<file path="src/rtl/dbgwin_pkg.sv">
package dbgwin_pkg;
  localparam int OFF_W = 12;
  typedef logic [OFF_W-1:0] off_t;

  typedef enum logic [1:0] {SZ_BYTE = 2'd0, SZ_HALF = 2'd1, SZ_WORD = 2'd2, SZ_RSVD = 2'd3} size_e;
  typedef enum logic [1:0] {TGT_NONE, TGT_DSCR, TGT_DSTAT, TGT_PSCR} tgt_e;

  localparam off_t DSCR_OFF  = 12'h080;
  localparam off_t DSTAT_OFF = 12'h314;
  localparam off_t PSCR_OFF  = 12'hE04;

  // Inclusive byte span test.
  function automatic logic in_span(off_t a, off_t lo, off_t hi);
    return (a >= lo) && (a <= hi);
  endfunction

  // First layer: power or lock makes the reserved space fault.
  function automatic logic gate_closed(logic pwr_on, logic dlock, logic oslock);
    return !pwr_on || dlock || oslock;
  endfunction

  function automatic logic dbg_lock_span(off_t a);
    return in_span(a, 12'h000, 12'hCFF);
  endfunction

  function automatic logic pmu_lock_span(off_t a);
    return in_span(a, 12'h000, 12'hF03);
  endfunction

  function automatic logic dbg_perm_span(off_t a);
    return in_span(a, 12'h400, 12'h4FF) || in_span(a, 12'h800, 12'h8FF);
  endfunction

  function automatic logic pmu_perm_span(off_t a);
    return in_span(a, 12'h000, 12'h0FF) || in_span(a, 12'h400, 12'h47F);
  endfunction

  // Layered fault decision for a reserved offset.
  function automatic logic rsv_fault(logic win_pmu, off_t a, logic pwr_on, logic dlock,
                                     logic oslock, logic dbg_ok, logic pmu_ok);
    logic closed;
    closed = gate_closed(pwr_on, dlock, oslock);
    if (win_pmu) begin
      if (closed) return pmu_lock_span(a);
      return !pmu_ok && pmu_perm_span(a);
    end
    if (closed) return dbg_lock_span(a);
    return !dbg_ok && dbg_perm_span(a);
  endfunction
endpackage

</file>
<file path="src/rtl/dbgwin_decode.sv">
module dbgwin_decode
  import dbgwin_pkg::*;
(
  input  logic win_pmu,
  input  off_t off,
  input  logic pwr_on,
  input  logic dlock,
  input  logic oslock,
  input  logic dbg_ok,
  input  logic pmu_ok,
  output tgt_e tgt,
  output logic reserved,
  output logic rsv_err
);
  always_comb begin
    tgt = TGT_NONE;
    if (!win_pmu && off == DSCR_OFF)  tgt = TGT_DSCR;
    if (!win_pmu && off == DSTAT_OFF) tgt = TGT_DSTAT;
    if (win_pmu  && off == PSCR_OFF)  tgt = TGT_PSCR;
  end

  assign reserved = (tgt == TGT_NONE);
  assign rsv_err  = reserved && rsv_fault(win_pmu, off, pwr_on, dlock, oslock, dbg_ok, pmu_ok);
endmodule

</file>
<file path="src/rtl/dbgwin_regs.sv">
module dbgwin_regs #(
  parameter int          DATA_W   = 32,
  parameter int          STAT_W   = 8,
  parameter logic [DATA_W-1:0] DSCR_RST = '0,
  parameter logic [DATA_W-1:0] PSCR_RST = '0
) (
  input  logic              clk,
  input  logic              rst_n,
  input  logic              reg_reset,
  input  logic              wr_dscr,
  input  logic              wr_pscr,
  input  logic [DATA_W-1:0] wdata,
  input  logic [STAT_W-1:0] stat_set,
  input  logic              stat_clr,
  output logic [DATA_W-1:0] dscr_q,
  output logic [DATA_W-1:0] pscr_q,
  output logic [STAT_W-1:0] status_q
);
  logic [STAT_W-1:0] stat_keep;
  assign stat_keep = stat_clr ? '0 : status_q;

  always_ff @(posedge clk) begin
    if (!rst_n) begin
      dscr_q   <= DSCR_RST;
      pscr_q   <= PSCR_RST;
      status_q <= '0;
    end else begin
      if (reg_reset)    dscr_q <= DSCR_RST;
      else if (wr_dscr) dscr_q <= wdata;
      if (reg_reset)    pscr_q <= PSCR_RST;
      else if (wr_pscr) pscr_q <= wdata;
      status_q <= stat_keep | stat_set;
    end
  end
endmodule

</file>
<file path="src/rtl/dbgwin_rsp.sv">
module dbgwin_rsp #(
  parameter int DATA_W = 32
) (
  input  logic              clk,
  input  logic              rst_n,
  input  logic              fire,
  input  logic              err,
  input  logic [DATA_W-1:0] rdata,
  output logic              rsp_valid,
  output logic              rsp_err,
  output logic [DATA_W-1:0] rsp_rdata
);
  always_ff @(posedge clk) begin
    if (!rst_n) begin
      rsp_valid <= 1'b0;
      rsp_err   <= 1'b0;
      rsp_rdata <= '0;
    end else begin
      rsp_valid <= fire;
      rsp_err   <= fire && err;
      rsp_rdata <= (fire && !err) ? rdata : '0;
    end
  end
endmodule

</file>
<file path="src/rtl/dbgwin_responder.sv">
module dbgwin_responder
  import dbgwin_pkg::*;
#(
  parameter int DATA_W = 32,
  parameter int STAT_W = 8,
  parameter logic [DATA_W-1:0] DSCR_RST = 32'h1234_0000,
  parameter logic [DATA_W-1:0] PSCR_RST = 32'h0000_0000
) (
  input  logic              clk,
  input  logic              rst_n,
  input  logic              req_valid,
  input  logic              req_win,
  input  logic [11:0]       req_off,
  input  logic [1:0]        req_size,
  input  logic              req_write,
  input  logic [DATA_W-1:0] req_wdata,
  input  logic              core_pwr_on,
  input  logic              dbg_dlock,
  input  logic              dbg_oslock,
  input  logic              ext_dbg_allow,
  input  logic              ext_pmu_allow,
  input  logic              reg_reset,
  input  logic [STAT_W-1:0] sticky_set,
  output logic              rsp_valid,
  output logic              rsp_err,
  output logic [DATA_W-1:0] rsp_rdata
);
  tgt_e              tgt;
  logic              rsv_hit;
  logic              rsv_err;
  logic              is_word;
  logic              wr_fire;
  logic              rd_fire;
  logic              clr_block;
  logic              stat_clr;
  logic [DATA_W-1:0] dscr_q;
  logic [DATA_W-1:0] pscr_q;
  logic [STAT_W-1:0] status_q;
  logic [DATA_W-1:0] stat_ext;
  logic [DATA_W-1:0] rd_value;

  dbgwin_decode u_dec (
    .win_pmu (req_win),
    .off     (off_t'(req_off)),
    .pwr_on  (core_pwr_on),
    .dlock   (dbg_dlock),
    .oslock  (dbg_oslock),
    .dbg_ok  (ext_dbg_allow),
    .pmu_ok  (ext_pmu_allow),
    .tgt     (tgt),
    .reserved(rsv_hit),
    .rsv_err (rsv_err)
  );

  assign is_word   = (size_e'(req_size) == SZ_WORD);
  assign wr_fire   = req_valid && req_write && is_word;
  assign rd_fire   = req_valid && !req_write && is_word;
  assign clr_block = core_pwr_on && dbg_dlock;
  assign stat_clr  = rd_fire && (tgt == TGT_DSTAT) && !clr_block;

  dbgwin_regs #(
    .DATA_W  (DATA_W),
    .STAT_W  (STAT_W),
    .DSCR_RST(DSCR_RST),
    .PSCR_RST(PSCR_RST)
  ) u_regs (
    .clk     (clk),
    .rst_n   (rst_n),
    .reg_reset(reg_reset),
    .wr_dscr (wr_fire && (tgt == TGT_DSCR)),
    .wr_pscr (wr_fire && (tgt == TGT_PSCR)),
    .wdata   (req_wdata),
    .stat_set(sticky_set),
    .stat_clr(stat_clr),
    .dscr_q  (dscr_q),
    .pscr_q  (pscr_q),
    .status_q(status_q)
  );

  generate
    if (DATA_W > STAT_W) begin : g_stat_pad
      assign stat_ext = {{(DATA_W-STAT_W){1'b0}}, status_q};
    end else begin : g_stat_flat
      assign stat_ext = status_q[DATA_W-1:0];
    end
  endgenerate

  always_comb begin
    rd_value = '0;
    if (is_word && !req_write) begin
      case (tgt)
        TGT_DSCR:  rd_value = dscr_q;
        TGT_DSTAT: rd_value = stat_ext;
        TGT_PSCR:  rd_value = pscr_q;
        default:   rd_value = '0;
      endcase
    end
  end

  dbgwin_rsp #(.DATA_W(DATA_W)) u_rsp (
    .clk      (clk),
    .rst_n    (rst_n),
    .fire     (req_valid),
    .err      (rsv_err),
    .rdata    (rd_value),
    .rsp_valid(rsp_valid),
    .rsp_err  (rsp_err),
    .rsp_rdata(rsp_rdata)
  );
endmodule

</file>
<file path="config.mk">
export PLATFORM = sky130hd
export DESIGN_NAME = dbgwin_responder
export DESIGN_NICKNAME = d
export VERILOG_FILES = /design/src/rtl/dbgwin_pkg.sv /design/src/rtl/dbgwin_decode.sv /design/src/rtl/dbgwin_regs.sv /design/src/rtl/dbgwin_rsp.sv /design/src/rtl/dbgwin_responder.sv
export SDC_FILE = /design/constraint.sdc
export NUM_CORES = 1
export LEC_CHECK = 0
export ABC_AREA = 1
export CAP_MARGIN = 10
export CORE_MARGIN = 2
export CORE_UTILIZATION = 45
export CTS_BUF_LIST = sky130_fd_sc_hd__clkbuf_4 sky130_fd_sc_hd__clkbuf_8
export DETAILED_ROUTE_END_ITERATION = 8
export DONT_BUFFER_PORTS = 1
export HOLD_SLACK_MARGIN = 0.15
export SYNTH_ARGS = -nofsm -noshare
export SYNTH_HDL_FRONTEND = slang
export SYNTH_SLANG_ARGS = --single-unit
export TNS_END_PERCENT = 50
</file>
<file path="constraint.sdc">
create_clock -name clk -period 4.25 [get_ports clk]
set_input_delay 1.275 -clock clk [delete_from_list [all_inputs] [get_ports clk]]
set_output_delay 1.275 -clock clk [all_outputs]
set_load 0.005 [all_outputs]
</file>
=== Word level (Yosys, flattened, before mapping) ===
Cells that the tools add are included.

* Word-level logic and storage cells: 77
* Output and inout port bits: 34
* Bits of input ports: 65
* Register bits after elaboration: 106

* Order comparisons: 9
* Bitwise gates (word level): 2
* Eq/ne operators: 7
* Reductions and logical operators: 38
* Multiplexer cells: 15

{| class="wikitable"
|+ Operators with widths
! operator !! count
|-
| $pmux W32 S3 || 1
|-
| $le A12 B12 Y1 const B || 3
|-
| $le A12 B11 Y1 const B || 2
|-
| $logic_and A1 B1 Y1 || 24
|-
| $eq A12 B10 Y1 const B || 1
|-
| $eq A12 B12 Y1 const B || 1
|-
| $eq A12 B8 Y1 const B || 1
|-
| $ge A12 B1 Y1 const B || 1
|-
| $ge A12 B11 Y1 const B || 1
|-
| $ge A12 B12 Y1 const B || 1
|-
| $le A12 B8 Y1 const B || 1
|-
| $mux W1 || 11
|-
| $mux W8 || 1
|-
| $or A8 B8 Y8 || 1
|-
| $logic_not A1 Y1 || 7
|-
| $eq A2 B2 Y1 const B || 3
|-
| $logic_or A1 B1 Y1 || 4
|-
| $mux W2 || 2
|-
| $reduce_and A3 Y1 || 1
|-
| $eq A2 B1 Y1 const B || 1
|-
| $logic_not A2 Y1 || 1
|-
| $reduce_or A2 Y1 || 1
|-
| $not A1 Y1 || 1
|}

=== Depth between registers and ports, before layout ===
Gate-level depths: netlist of run 1.

* Depth after elaboration: 14
* Gate-level depth with buffers: 10
* Mapped depth without buffers: 10

=== Modules after synthesis ===
Synthesis of run 1 repeated with hierarchy kept, for this count alone.

* Cells, all modules: 621
* Area total of the unflattened synthesis: 4853.4 um^2

{| class="wikitable"
|+ Modules (own cells, without submodules)
! module !! times used !! seq. area each (um^2) !! area an instance (um^2) !! cells an instance
|-
| dbgwin_regs || 1 || 1441.4 || 2839.0 || 315
|-
| dbgwin_rsp || 1 || 680.7 || 1054.8 || 106
|-
| dbgwin_responder || 1 || 0.0 || 695.7 || 147
|-
| dbgwin_decode || 1 || 0.0 || 264.0 || 53
|}

=== Least setup slack after synthesis of run 1 ===
OpenSTA, ideal clock, no wires.

* Path kind: input port to flip-flop
* Start: in req_off[1]
* End: reg u_regs.pscr_q[10]
* Data arrival time: 2.264 ns
* Setup slack: 1.871 ns
* Required time: 4.134 ns
* Path buffers: 1
* Library setup time: 0.116 ns
* Stages: 9
* Cells stage by stage: nor2_1 -> nand2_2 -> nor2_4 -> nand2_2 -> inv_2 -> nand2_1 -> buf_2 -> nor2_1 -> nor2_1

* Longest elaborated chain between the ends: 7
* Elaborated cells between the ends (all ways): 11
* Those cells by class: eq/ne (4); mux (3); reduce/logical (4)

{| class="wikitable"
|+ Ends and longest elaborated chain
! element !! RTL line !! text
|-
| start: declaration || dbgwin_responder.sv:13 || <nowiki>input logic [11:0] req_off,</nowiki>
|-
| $eq A12 B8 Y1 || dbgwin_decode.sv:17 || <nowiki>if (!win_pmu && off == DSCR_OFF) tgt = TGT_DSCR;</nowiki>
|-
| $logic_and A1 B1 Y1 || dbgwin_decode.sv:17 ||
|-
| $mux W1 || dbgwin_decode.sv:17 ||
|-
| $mux W2 || dbgwin_decode.sv:18 || <nowiki>if (!win_pmu && off == DSTAT_OFF) tgt = TGT_DSTAT;</nowiki>
|-
| $mux W2 (*) || dbgwin_decode.sv:19 || <nowiki>if (win_pmu && off == PSCR_OFF) tgt = TGT_PSCR;</nowiki>
|-
| $eq A2 B2 Y1 (*) || dbgwin_responder.sv:71 || <nowiki>.wr_pscr (wr_fire && (tgt == TGT_PSCR)),</nowiki>
|-
| $logic_and A1 B1 Y1 (*) || dbgwin_responder.sv:71 ||
|-
| end signal: assignment || dbgwin_regs.sv:31 || <nowiki>else if (wr_pscr) pscr_q <= wdata;</nowiki>
|-
| end: declaration || dbgwin_regs.sv:16 || <nowiki>output logic [DATA_W-1:0] pscr_q,</nowiki>
|}

Every way passes the cells marked *; elsewhere a longest branch is shown, timed or not.
A chain may end at the register's enable or synchronous reset.

=== Worst setup path in the final report of run 1 ===
* Start: in req_off[1]
* End: reg u_rsp.rsp_rdata[9]

* Longest elaborated chain between the ends: 13
* Elaborated cells between the ends (all ways): 43
* Those cells by class: order compare (9); eq/ne (6); mux (10); reduce/logical (18)

{| class="wikitable"
|+ Ends and longest elaborated chain
! element !! RTL line !! text
|-
| $ge A12 B1 Y1 (tied with other cells) || dbgwin_pkg.sv:14 || <nowiki>return (a >= lo) && (a <= hi);</nowiki>
|-
| $logic_and A1 B1 Y1 || dbgwin_pkg.sv:14 ||
|-
| $logic_or A1 B1 Y1 || dbgwin_pkg.sv:35 || <nowiki>return in_span(a, 12'h000, 12'h0FF) || in_span(a, 12'h400, 12'h47F);</nowiki>
|-
| $logic_and A1 B1 Y1 || dbgwin_pkg.sv:45 || <nowiki>return !pmu_ok && pmu_perm_span(a);</nowiki>
|-
| $mux W1 || dbgwin_pkg.sv:45 ||
|-
| $mux W1 || dbgwin_pkg.sv:43 || <nowiki>if (win_pmu) begin</nowiki>
|-
| $mux W1 || dbgwin_pkg.sv:47 || <nowiki>if (closed) return dbg_lock_span(a);</nowiki>
|-
| $mux W1 || dbgwin_pkg.sv:48 || <nowiki>return !dbg_ok && dbg_perm_span(a);</nowiki>
|-
| $mux W1 || dbgwin_pkg.sv:47 ||
|-
| $logic_and A1 B1 Y1 || dbgwin_decode.sv:23 || <nowiki>assign rsv_err = reserved && rsv_fault(win_pmu, off, pwr_on, dlock, oslock, dbg_ok, pmu_ok);</nowiki>
|-
| $logic_not A1 Y1 || dbgwin_rsp.sv:21 || <nowiki>rsp_rdata <= (fire && !err) ? rdata : '0;</nowiki>
|-
| $logic_and A1 B1 Y1 || dbgwin_rsp.sv:21 ||
|-
| $reduce_and A3 Y1 (no line) || -- ||
|-
| end signal: assignment || dbgwin_rsp.sv:21 ||
|-
| end: declaration || dbgwin_rsp.sv:11 || <nowiki>output logic [DATA_W-1:0] rsp_rdata</nowiki>
|}

Parallel ways exist; a longest one is shown, timed or not. The select of a mux whose other input is x is not followed.

==> summary.txt, run 1 <==
Status: complete, no violations
Maxcap violations: 0
Nets: 597
CTS Buffer Depth: 2
Post_cts resized: 0
Critical path cell sequence: nor2_1 -> nand2_2 -> nor2_4 -> nand2_2 -> nand3_2 -> nand2_4 -> a21oi_1
Vias per std cell: 5.225
Pin count of the biggest net entering global routing: 49
CTS Buf Count: 9
Most common cell on crit path: nand2_2
Slew of the pin with the lowest slew margin: 0.8890 ns
Die W: 100.8 um
Post-route clock period utilization: 0.6240
Final setup fails: 0
Vias in the first global route: 3260
CP top delay family: simple AND/OR/NAND/NOR gates
Remaining Overflow, GRT: 0
Die ar.: 10150 um2
H-tree Lvls: 3
Mapped Nets: 609
Register area share after synthesis: 0.5037
Core Area: 9153 um2
Clock Skew: 0.01068 ns
CTS clock-pin slew for the worst setup and hold paths: 0.10 ns
Minimum clock period: 2.652 ns
Synth cell types: 22
Commonest non-fill, non-tap cell in the layout: nor2_1
Leak: 1.709 nW
Buffer and inverter count on the worst path: 0
Drt first-iter violations: 155
Setup TNS: 0 ns
Std cell rows: 35
Area Growth Syn to Fin: 5.376%
Post-CTS Setup Bufs: 0
Routed wire length: 9862 um
RSZ-0062 raised after global routing: false
Final Non-Filler Cells: 648
Final Slew Violations: 0
CTS Hold Bufs: 0
WL per Instance: 15.22 um
Placed Cells: 632
Fillers: 924
Initial antenna violation count: 0
Clk Latency, worst-skew pair: 0.37 ns
Pre-CTS setup slack: 1.214 ns
Clock sink total: 106
Final hold vios: 0
Worst setup SP type: input port
Post-DP HPWL: 6412 um
Mapped Area: 4213 um2
VDD IR max: 163.7 uV
Avg Inst Size Synth: 7.744 um2
Critical path class: input port to flop
CP required: 4.53 ns
Post-Synthesis Cells: 544
Port Buffers: 0
Crit-path max cell delay: 0.35 ns
Vias post-DR: 3386
CP Capture Type: flop
Critical Path Fanout Max: 32
PnR worst setup slack: 1.598 ns
Fmax: 377.1 MHz
Warning count from the yosys run: 0
PD cells: 379.7 nW/um2
GRT Resource Usage Total: 0.2024
Drt drc: 0
Layout cells sized above 1: 0.1173
Initial DRT Pass Iterations: 5
Starting Density: 0.4603
Total Power: 1.685 mW
Commonest cells after routing, fill and taps aside: 134 x nor2_1, 106 x dfxtp_1, 61 x nand2_1
Synth Register Bits: 106
Root buf cell: clkbuf_8
Post-route ant nets: 0
CP max stage cell: nand2_2
CTS tree: done
Die Y: 100.8 um
First-pass GRT wire length: 16100 um
Critical Path AT: 2.94 ns
Antenna Cells: 0
Slew headroom: 0.4059
GP Congestion: 0.8406
Ports: 99
HP Class: flop to flop
## worst register-to-register path, delay by kind of cell, from the launching register on
kind | cells | cell delay [ns]
AND/OR/NAND/NOR | 3 | 0.29
flip-flops | 1 | 0.33
AO/OA/AOI/OAI | 1 | 0.08
## synthesized netlist by cell type (all sizes together)
cell type	number	area, um2
clkinv	1	3.750
buf	16	123.9
nand3b	2	15.01
clkbuf	14	52.55
nand3	47	245.2
nor3	21	105.1
inv	24	90.09
o21ai	65	325.3
nor2	143	588.1
a21oi	40	282.8
dfxtp	106	2122
nand2	65	259.0
## path summary, 6_finish.rpt
| check | startpoint | endpoint | slack [ns] | cells after the start |
|---|---|---|---|---|
| hold reg to reg | u_regs.dscr_q[2] | u_regs.dscr_q[2] | 0.46 | 2 |
| hold / removal | u_regs.dscr_q[2] | u_regs.dscr_q[2] | 0.46 | 2 |
| setup / recovery | req_off[1] | u_rsp.rsp_rdata[9] | 1.60 | 7 |
| setup reg to reg | u_regs.status_q[0] | u_rsp.rsp_rdata[0] | 3.43 | 4 |
## per-stage QoR
stage                     utilization  cell area [um2]  hold WS (ns)
after floorplan                     -             4213        0.4239
after global placement         0.4625             4233        0.4381
after detailed placement       0.4625             4233        0.4455
after CTS                      0.4850             4439        0.4603
after global routing           0.4850             4439        0.4869
final                          0.4850             4439        0.4566
## metal layers
metal	vias to the layer above	global-route usage	wire [um]	part of all wire
met5	-	0	0	0
met4	0	0.05796	117	0.012
met3	13	0.06796	777	0.079
met2	94	0.3303	4573	0.46
met1	1537	0.2551	4393	0.45
li1	1742	-	-	-
## final cells by class
class	instances	area [um2]	share of cell area
timing repair buffer	7	52.55	0.01184
multi-input combinational	383	1826	0.4112
inverter	25	93.84	0.02114
clock buffer	10	131.4	0.02959
sequential	106	2122	0.4780
clock inverter	6	75.07	0.01691
tap	111	138.9	0.03129
## flip-flops by register name, summed over array words and instances (netlist names)
signal	count
u_regs.dscr_q	32
u_regs.pscr_q	32
u_regs.status_q	8
u_rsp.rsp_err	1
u_rsp.rsp_rdata	32
u_rsp.rsp_valid	1
## report_power, final
| group | switching [mW] | internal [mW] |
|---|---|---|
| clock | 0.355 | 0.288 |
| sequential | 0.00352 | 0.999 |
| combinational | 0.0270 | 0.0129 |
## cell families after synthesis
group | synth area share
simple gates | 0.2878
flops | 0.5037
compound gates | 0.1443
buf+inv | 0.06415
Power figures use the tool's default switching activity.
==> run 2, diff against run 1 <==
Clock period 4.25 ns to 2.4 ns, I/O delays scaled along.
==> summary.txt, run 2 (same netlist as run 1, synthesis figures left out) <==
Vias per std cell: 5.295 (was 5.225)
Starting Density: 0.4603 (unchanged)
CP required: 2.67 ns (was 4.53 ns)
CP max stage cell: buf_4 (was nand2_2)
Post-DP HPWL: 6457 um (was 6412 um)
GRT Resource Usage Total: 0.2091 (was 0.2024)
Core Util, Final: 0.4868 (was 0.4850)
CTS tree: done (unchanged)
PD cells: 655.9 nW/um2 (was 379.7 nW/um2)
First-pass GRT wire length: 16650 um (was 16100 um)
Clk Latency, worst-skew pair: 0.38 ns (was 0.37 ns)
Maxcap violations: 0 (unchanged)
Clk pwr share: 0.367 (was 0.381)
Critical Path Fanout Max: 32 (unchanged)
Met1 GRT Util: 0.2613 (was 0.2551)
CTS clock-pin slew for the worst setup and hold paths: 0.10 ns (about the same)
Final setup fails: 0 (unchanged)
Critical Path AT: 2.11 ns (was 2.94 ns)
Final instance area: 4456 um2 (was 4439 um2)
Port Buffers: 0 (unchanged)
Post-CTS Setup Bufs: 0 (unchanged)
Sw Ratio: 0.2389 (was 0.2288)
Pre-CTS setup slack: 0.1683 ns (was 1.214 ns)
Nets: 599 (was 597)
Worst setup SP type: input port (unchanged)
Seq pwr share: 0.607 (was 0.595)
Remaining Overflow, GRT: 0 (unchanged)
Status: complete, no violations (unchanged)
CTS Buffer Depth: 2 (unchanged)
CTS Hold Bufs: 0 (unchanged)
Pin count of the biggest net entering global routing: 65 (was 49)
WL per Instance: 15.42 um (was 15.22 um)
Met3 Use GR: 0.05825 (was 0.06796)
Post_cts resized: 0 (unchanged)
Post-route clock period utilization: 0.7674
Die Y: 100.8 um (unchanged)
Post-route ant nets: 0 (unchanged)
VDD IR max: 279.1 uV (was 163.7 uV)
Core Area: 9153 um2 (unchanged)
Placed Cells: 634 (was 632)
HP Class: flop to flop (unchanged)
Std cell rows: 35 (unchanged)
Drt drc: 0 (unchanged)
Crit-path max cell delay: 0.26 ns (was 0.35 ns)
Combinational group share of total power: 0.025 (was 0.024)
Ports: 99 (unchanged)
Int Pwr: 2.224 mW (was 1.300 mW)
CP Capture Type: flop (unchanged)
Total Power: 2.923 mW (was 1.685 mW)
H-tree Lvls: 3 (unchanged)
Gr busiest metal: met2 (unchanged)
Final Slew Violations: 0 (unchanged)
PnR worst setup slack: 0.5583 ns (was 1.598 ns)
Critical path cell sequence: nor2_1 -> nand2_2 -> nor2_4 -> nand2_2 -> inv_2 -> nand2_1 -> buf_4 -> nor2_1 -> nor2_1 (was nor2_1 -> nand2_2 -> nor2_4 -> nand2_2 -> nand3_2 -> nand2_4 -> a21oi_1)
Met2 Resource Use GR: 0.3436 (was 0.3303)
Root buf cell: clkbuf_8 (unchanged)
RSZ-0062 raised after global routing: false (unchanged)
Top flop regs: u_regs.dscr_q: 32 flops, u_regs.pscr_q: 32 flops, u_rsp.rsp_rdata: 32 flops (unchanged)
Slew headroom: 0.6503 (was 0.4059)
GP Congestion: 0.8490 (was 0.8406)
Drt first-iter violations: 144 (was 155)
Commonest non-fill, non-tap cell in the layout: nor2_1 (unchanged)
Antenna Cells: 0 (unchanged)
Placed cell areas: 4260 um2 (was 4233 um2)
Fillers: 942 (was 924)
Slew of the pin with the lowest slew margin: 0.5241 ns (was 0.8890 ns)
Initial DRT Pass Iterations: 4 (was 5)
Leak: 1.719 nW (was 1.709 nW)
Clock Skew: 0.01340 ns (was 0.01068 ns)
Minimum clock period: 1.842 ns
Critical path class: input port to flop (unchanged)
Initial antenna violation count: 0 (unchanged)
Layout cells sized above 1: 0.1206 (was 0.1173)
Setup TNS: 0 ns (unchanged)
Net Switching: 0.6982 mW (was 0.3856 mW)
Fmax: 543.0 MHz
Hold WS: 0.4563 ns (was 0.4566 ns)
Final hold vios: 0 (unchanged)
Final Non-Filler Cells: 650 (was 648)
CTS Buf Count: 9 (unchanged)
Routed wire length: 10020 um (was 9862 um)
Die W: 100.8 um (unchanged)
Clock sink total: 106 (unchanged)
Area Growth Syn to Fin: 5.762% (was 5.376%)
Die ar.: 10150 um2 (unchanged)
Commonest cells after routing, fill and taps aside: 134 x nor2_1, 106 x dfxtp_1, 61 x nand2_1 (unchanged)
Most common cell on crit path: nor2_1 (was nand2_2)
Vias in the first global route: 3479 (was 3260)
Vias post-DR: 3442 (was 3386)
==> run 2: cell types whose count changed in the layout (fill, tap and decap cells not counted), sizes merged <==
cell / previous run / this run
clkinvlp: 1 / 0
inv: 26 / 27
buf: 7 / 9
clkinv: 3 / 4
bufinv: 1 / 0
==> run 2: power by group through the flow <==
stage | Clock, mW | Combinational (mW) | Sequential [mW]
after CTS | 1.12 | 0.0741 | 1.78
after global routing | 1.18 | 0.0844 | 1.78
after floorplan | 0 | 0.0572 | 1.81
final | 1.07 | 0.0736 | 1.78
after global placement | 0 | 0.0728 | 1.82
after detailed placement | 0 | 0.0739 | 1.82
==> run 2: critical path: cells and delay by family <==
kind,cells,cell delay (ns)
AND/OR/NAND/NOR,7,0.89
buffers and inverters,2,0.49
==> run 2: layout make-up <==
cell class	count	area, um2	area share
timing repair buffer	9	80.08	0.01797
tap	111	138.9	0.03117
clock buffer	10	137.6	0.03089
multi-input combinational	383	1826	0.4097
clock inverter	6	57.56	0.01292
sequential	106	2122	0.4763
inverter	25	93.84	0.02106
==> run 2: layer usage <==
layer / share of wire / routed length, um
met1: 0.44 / 4423
met2: 0.47 / 4663
met3: 0.079 / 791
met4: 0.014 / 142
met5: 0 / 0
==> run 2: worst paths after layout <==
| check | start | endpoint | slack [ns] | depth (start not counted) |
|---|---|---|---|---|
| hold reg to reg | u_regs.dscr_q[3] | u_regs.dscr_q[3] | 0.46 | 2 |
| setup reg to reg | u_regs.status_q[0] | u_rsp.rsp_rdata[0] | 1.63 | 4 |
| setup / recovery | req_off[1] | u_regs.pscr_q[7] | 0.56 | 9 |
| hold / removal | u_regs.dscr_q[3] | u_regs.dscr_q[3] | 0.46 | 2 |
==> run 3, diff against run 2 <==
Clock period 2.4 ns to 1.87 ns, I/O delays scaled along.
==> summary.txt, run 3 (same netlist as run 1, synthesis figures left out) <==
Pin count of the biggest net entering global routing: 65 (unchanged)
Critical path cell sequence: nor2_1 -> nand2_2 -> nor2_4 -> nand2_2 -> inv_2 -> nand2_1 -> buf_12 -> nor2_1 -> nor2_1 (was nor2_1 -> nand2_2 -> nor2_4 -> nand2_2 -> inv_2 -> nand2_1 -> buf_4 -> nor2_1 -> nor2_1)
Area Growth Syn to Fin: 10.66% (was 5.762%)
Drt first-iter violations: 188 (was 144)
Placed cell areas: 4471 um2 (was 4260 um2)
Met3 Use GR: 0.05270 (was 0.05825)
HP Class: input port to flop (was flop to flop)
Die ar.: 10150 um2 (unchanged)
Port Buffers: 0 (unchanged)
Root buf cell: clkbuf_8 (unchanged)
CTS tree: done (unchanged)
Fmax: 642.4 MHz
Vias per std cell: 5.242 (was 5.295)
Routed wire length: 10230 um (was 10020 um)
Hold WS: 0.3098 ns (was 0.4563 ns)
CP max stage cell: nor2_1 (was buf_4)
Final hold vios: 0 (unchanged)
Std cell rows: 35 (unchanged)
Clock Skew: 0.004199 ns (was 0.01340 ns)
Critical path class: input port to flop (unchanged)
Fillers: 888 (was 942)
CP Capture Type: flop (unchanged)
Vias post-DR: 3470 (was 3442)
Initial antenna violation count: 0 (unchanged)
Starting Density: 0.4603 (unchanged)
Core Area: 9153 um2 (unchanged)
Critical Path Fanout Max: 32 (unchanged)
PnR worst setup slack: 0.3133 ns (was 0.5583 ns)
CTS clock-pin slew for the worst setup and hold paths: 0.10 ns (about the same)
Remaining Overflow, GRT: 0 (unchanged)
Setup TNS: 0 ns (unchanged)
CTS Buf Count: 9 (unchanged)
RSZ-0062 raised after global routing: false (unchanged)
GRT Resource Usage Total: 0.2097 (was 0.2091)
Crit-path max cell delay: 0.20 ns (was 0.26 ns)
Commonest non-fill, non-tap cell in the layout: nor2_1 (unchanged)
Placed Cells: 647 (was 634)
Worst setup SP type: input port (unchanged)
Final setup fails: 0 (unchanged)
VDD IR max: 450.3 uV (was 279.1 uV)
Post-CTS Setup Bufs: 0 (unchanged)
Layout cells sized above 1: 0.1397 (was 0.1206)
CTS Hold Bufs: 0 (unchanged)
Post_cts resized: 0 (unchanged)
Vias in the first global route: 3378 (was 3479)
GP Congestion: 0.8494 (was 0.8490)
Drt drc: 0 (unchanged)
Clock sink total: 106 (unchanged)
Post-route ant nets: 0 (unchanged)
Ports: 99 (unchanged)
Final Non-Filler Cells: 662 (was 650)
Minimum clock period: 1.557 ns
Final instance area: 4662 um2 (was 4456 um2)
Initial DRT Pass Iterations: 5 (was 4)
H-tree Lvls: 3 (unchanged)
Gr busiest metal: met2 (unchanged)
CTS Buffer Depth: 2 (unchanged)
Core Util, Final: 0.5094 (was 0.4868)
Commonest cells after routing, fill and taps aside: 134 x nor2_1, 106 x dfxtp_1, 61 x nand2_1 (unchanged)
Final Slew Violations: 0 (unchanged)
Leak: 1.821 nW (was 1.719 nW)
Pre-CTS setup slack: -0.05193 ns (was 0.1683 ns)
Met2 Resource Use GR: 0.3333 (was 0.3436)
Top flop regs: u_regs.dscr_q: 32 flops, u_regs.pscr_q: 32 flops, u_rsp.rsp_rdata: 32 flops (unchanged)
Die W: 100.8 um (unchanged)
CP required: 2.13 ns (was 2.67 ns)
Met1 GRT Util: 0.2758 (was 0.2613)
First-pass GRT wire length: 16620 um (was 16650 um)
Post-DP HPWL: 6771 um (was 6457 um)
Nets: 612 (was 599)
Antenna Cells: 0 (unchanged)
Clk Latency, worst-skew pair: 0.36 ns (was 0.38 ns)
Total Power: 3.781 mW (was 2.923 mW)
Slew of the pin with the lowest slew margin: 0.3231 ns (was 0.5241 ns)
PD cells: 811.1 nW/um2 (was 655.9 nW/um2)
Die Y: 100.8 um (unchanged)
Slew headroom: 0.7840 (was 0.6503)
Most common cell on crit path: nor2_1 (unchanged)
WL per Instance: 15.45 um (was 15.42 um)
Maxcap violations: 0 (unchanged)
Status: complete, no violations (unchanged)
Critical Path AT: 1.82 ns (was 2.11 ns)
Post-route clock period utilization: 0.8325
[run 3: area by class of cell]
cell class / instances / area, um2 / share of cell area
clock buffers: 9 / 123.9 / 0.02657
inverters: 25 / 93.84 / 0.02013
well taps: 111 / 138.9 / 0.02979
clock inverters: 6 / 67.56 / 0.01449
repair buffers: 22 / 290.3 / 0.06227
flip-flops and latches: 106 / 2122 / 0.4552
multi-input cells: 383 / 1826 / 0.3916
[run 3: power by group]
part           switching, mW  leakage [nW]  internal, mW
registers            0.00746         0.857          2.27
logic                 0.0637         0.872        0.0365
clock network          0.786        0.0917         0.617
[run 3: path summary, 6_finish.rpt]
check / from / slack (ns) / depth (start not counted) / end
worst max-delay path: req_off[1] / 0.31 / 9 / u_regs.pscr_q[7]
worst min-delay path: sticky_set[0] / 0.31 / 2 / u_regs.status_q[0]
worst max register to register: u_regs.pscr_q[0] / 1.07 / 4 / u_rsp.rsp_rdata[0]
worst min register to register: u_regs.dscr_q[2] / 0.45 / 2 / u_regs.dscr_q[2]
[run 3: routing by layer]
layer  vias up  wire length [um]
met3        11               781
met5         -                 0
met1      1592              4673
li1       1769                 -
met2        98              4655
met4         0               115
[run 3: critical path: cells and delay by family]
kind / cells / cell delay, ns
simple gates: 7 / 0.92
buf+inv: 2 / 0.31
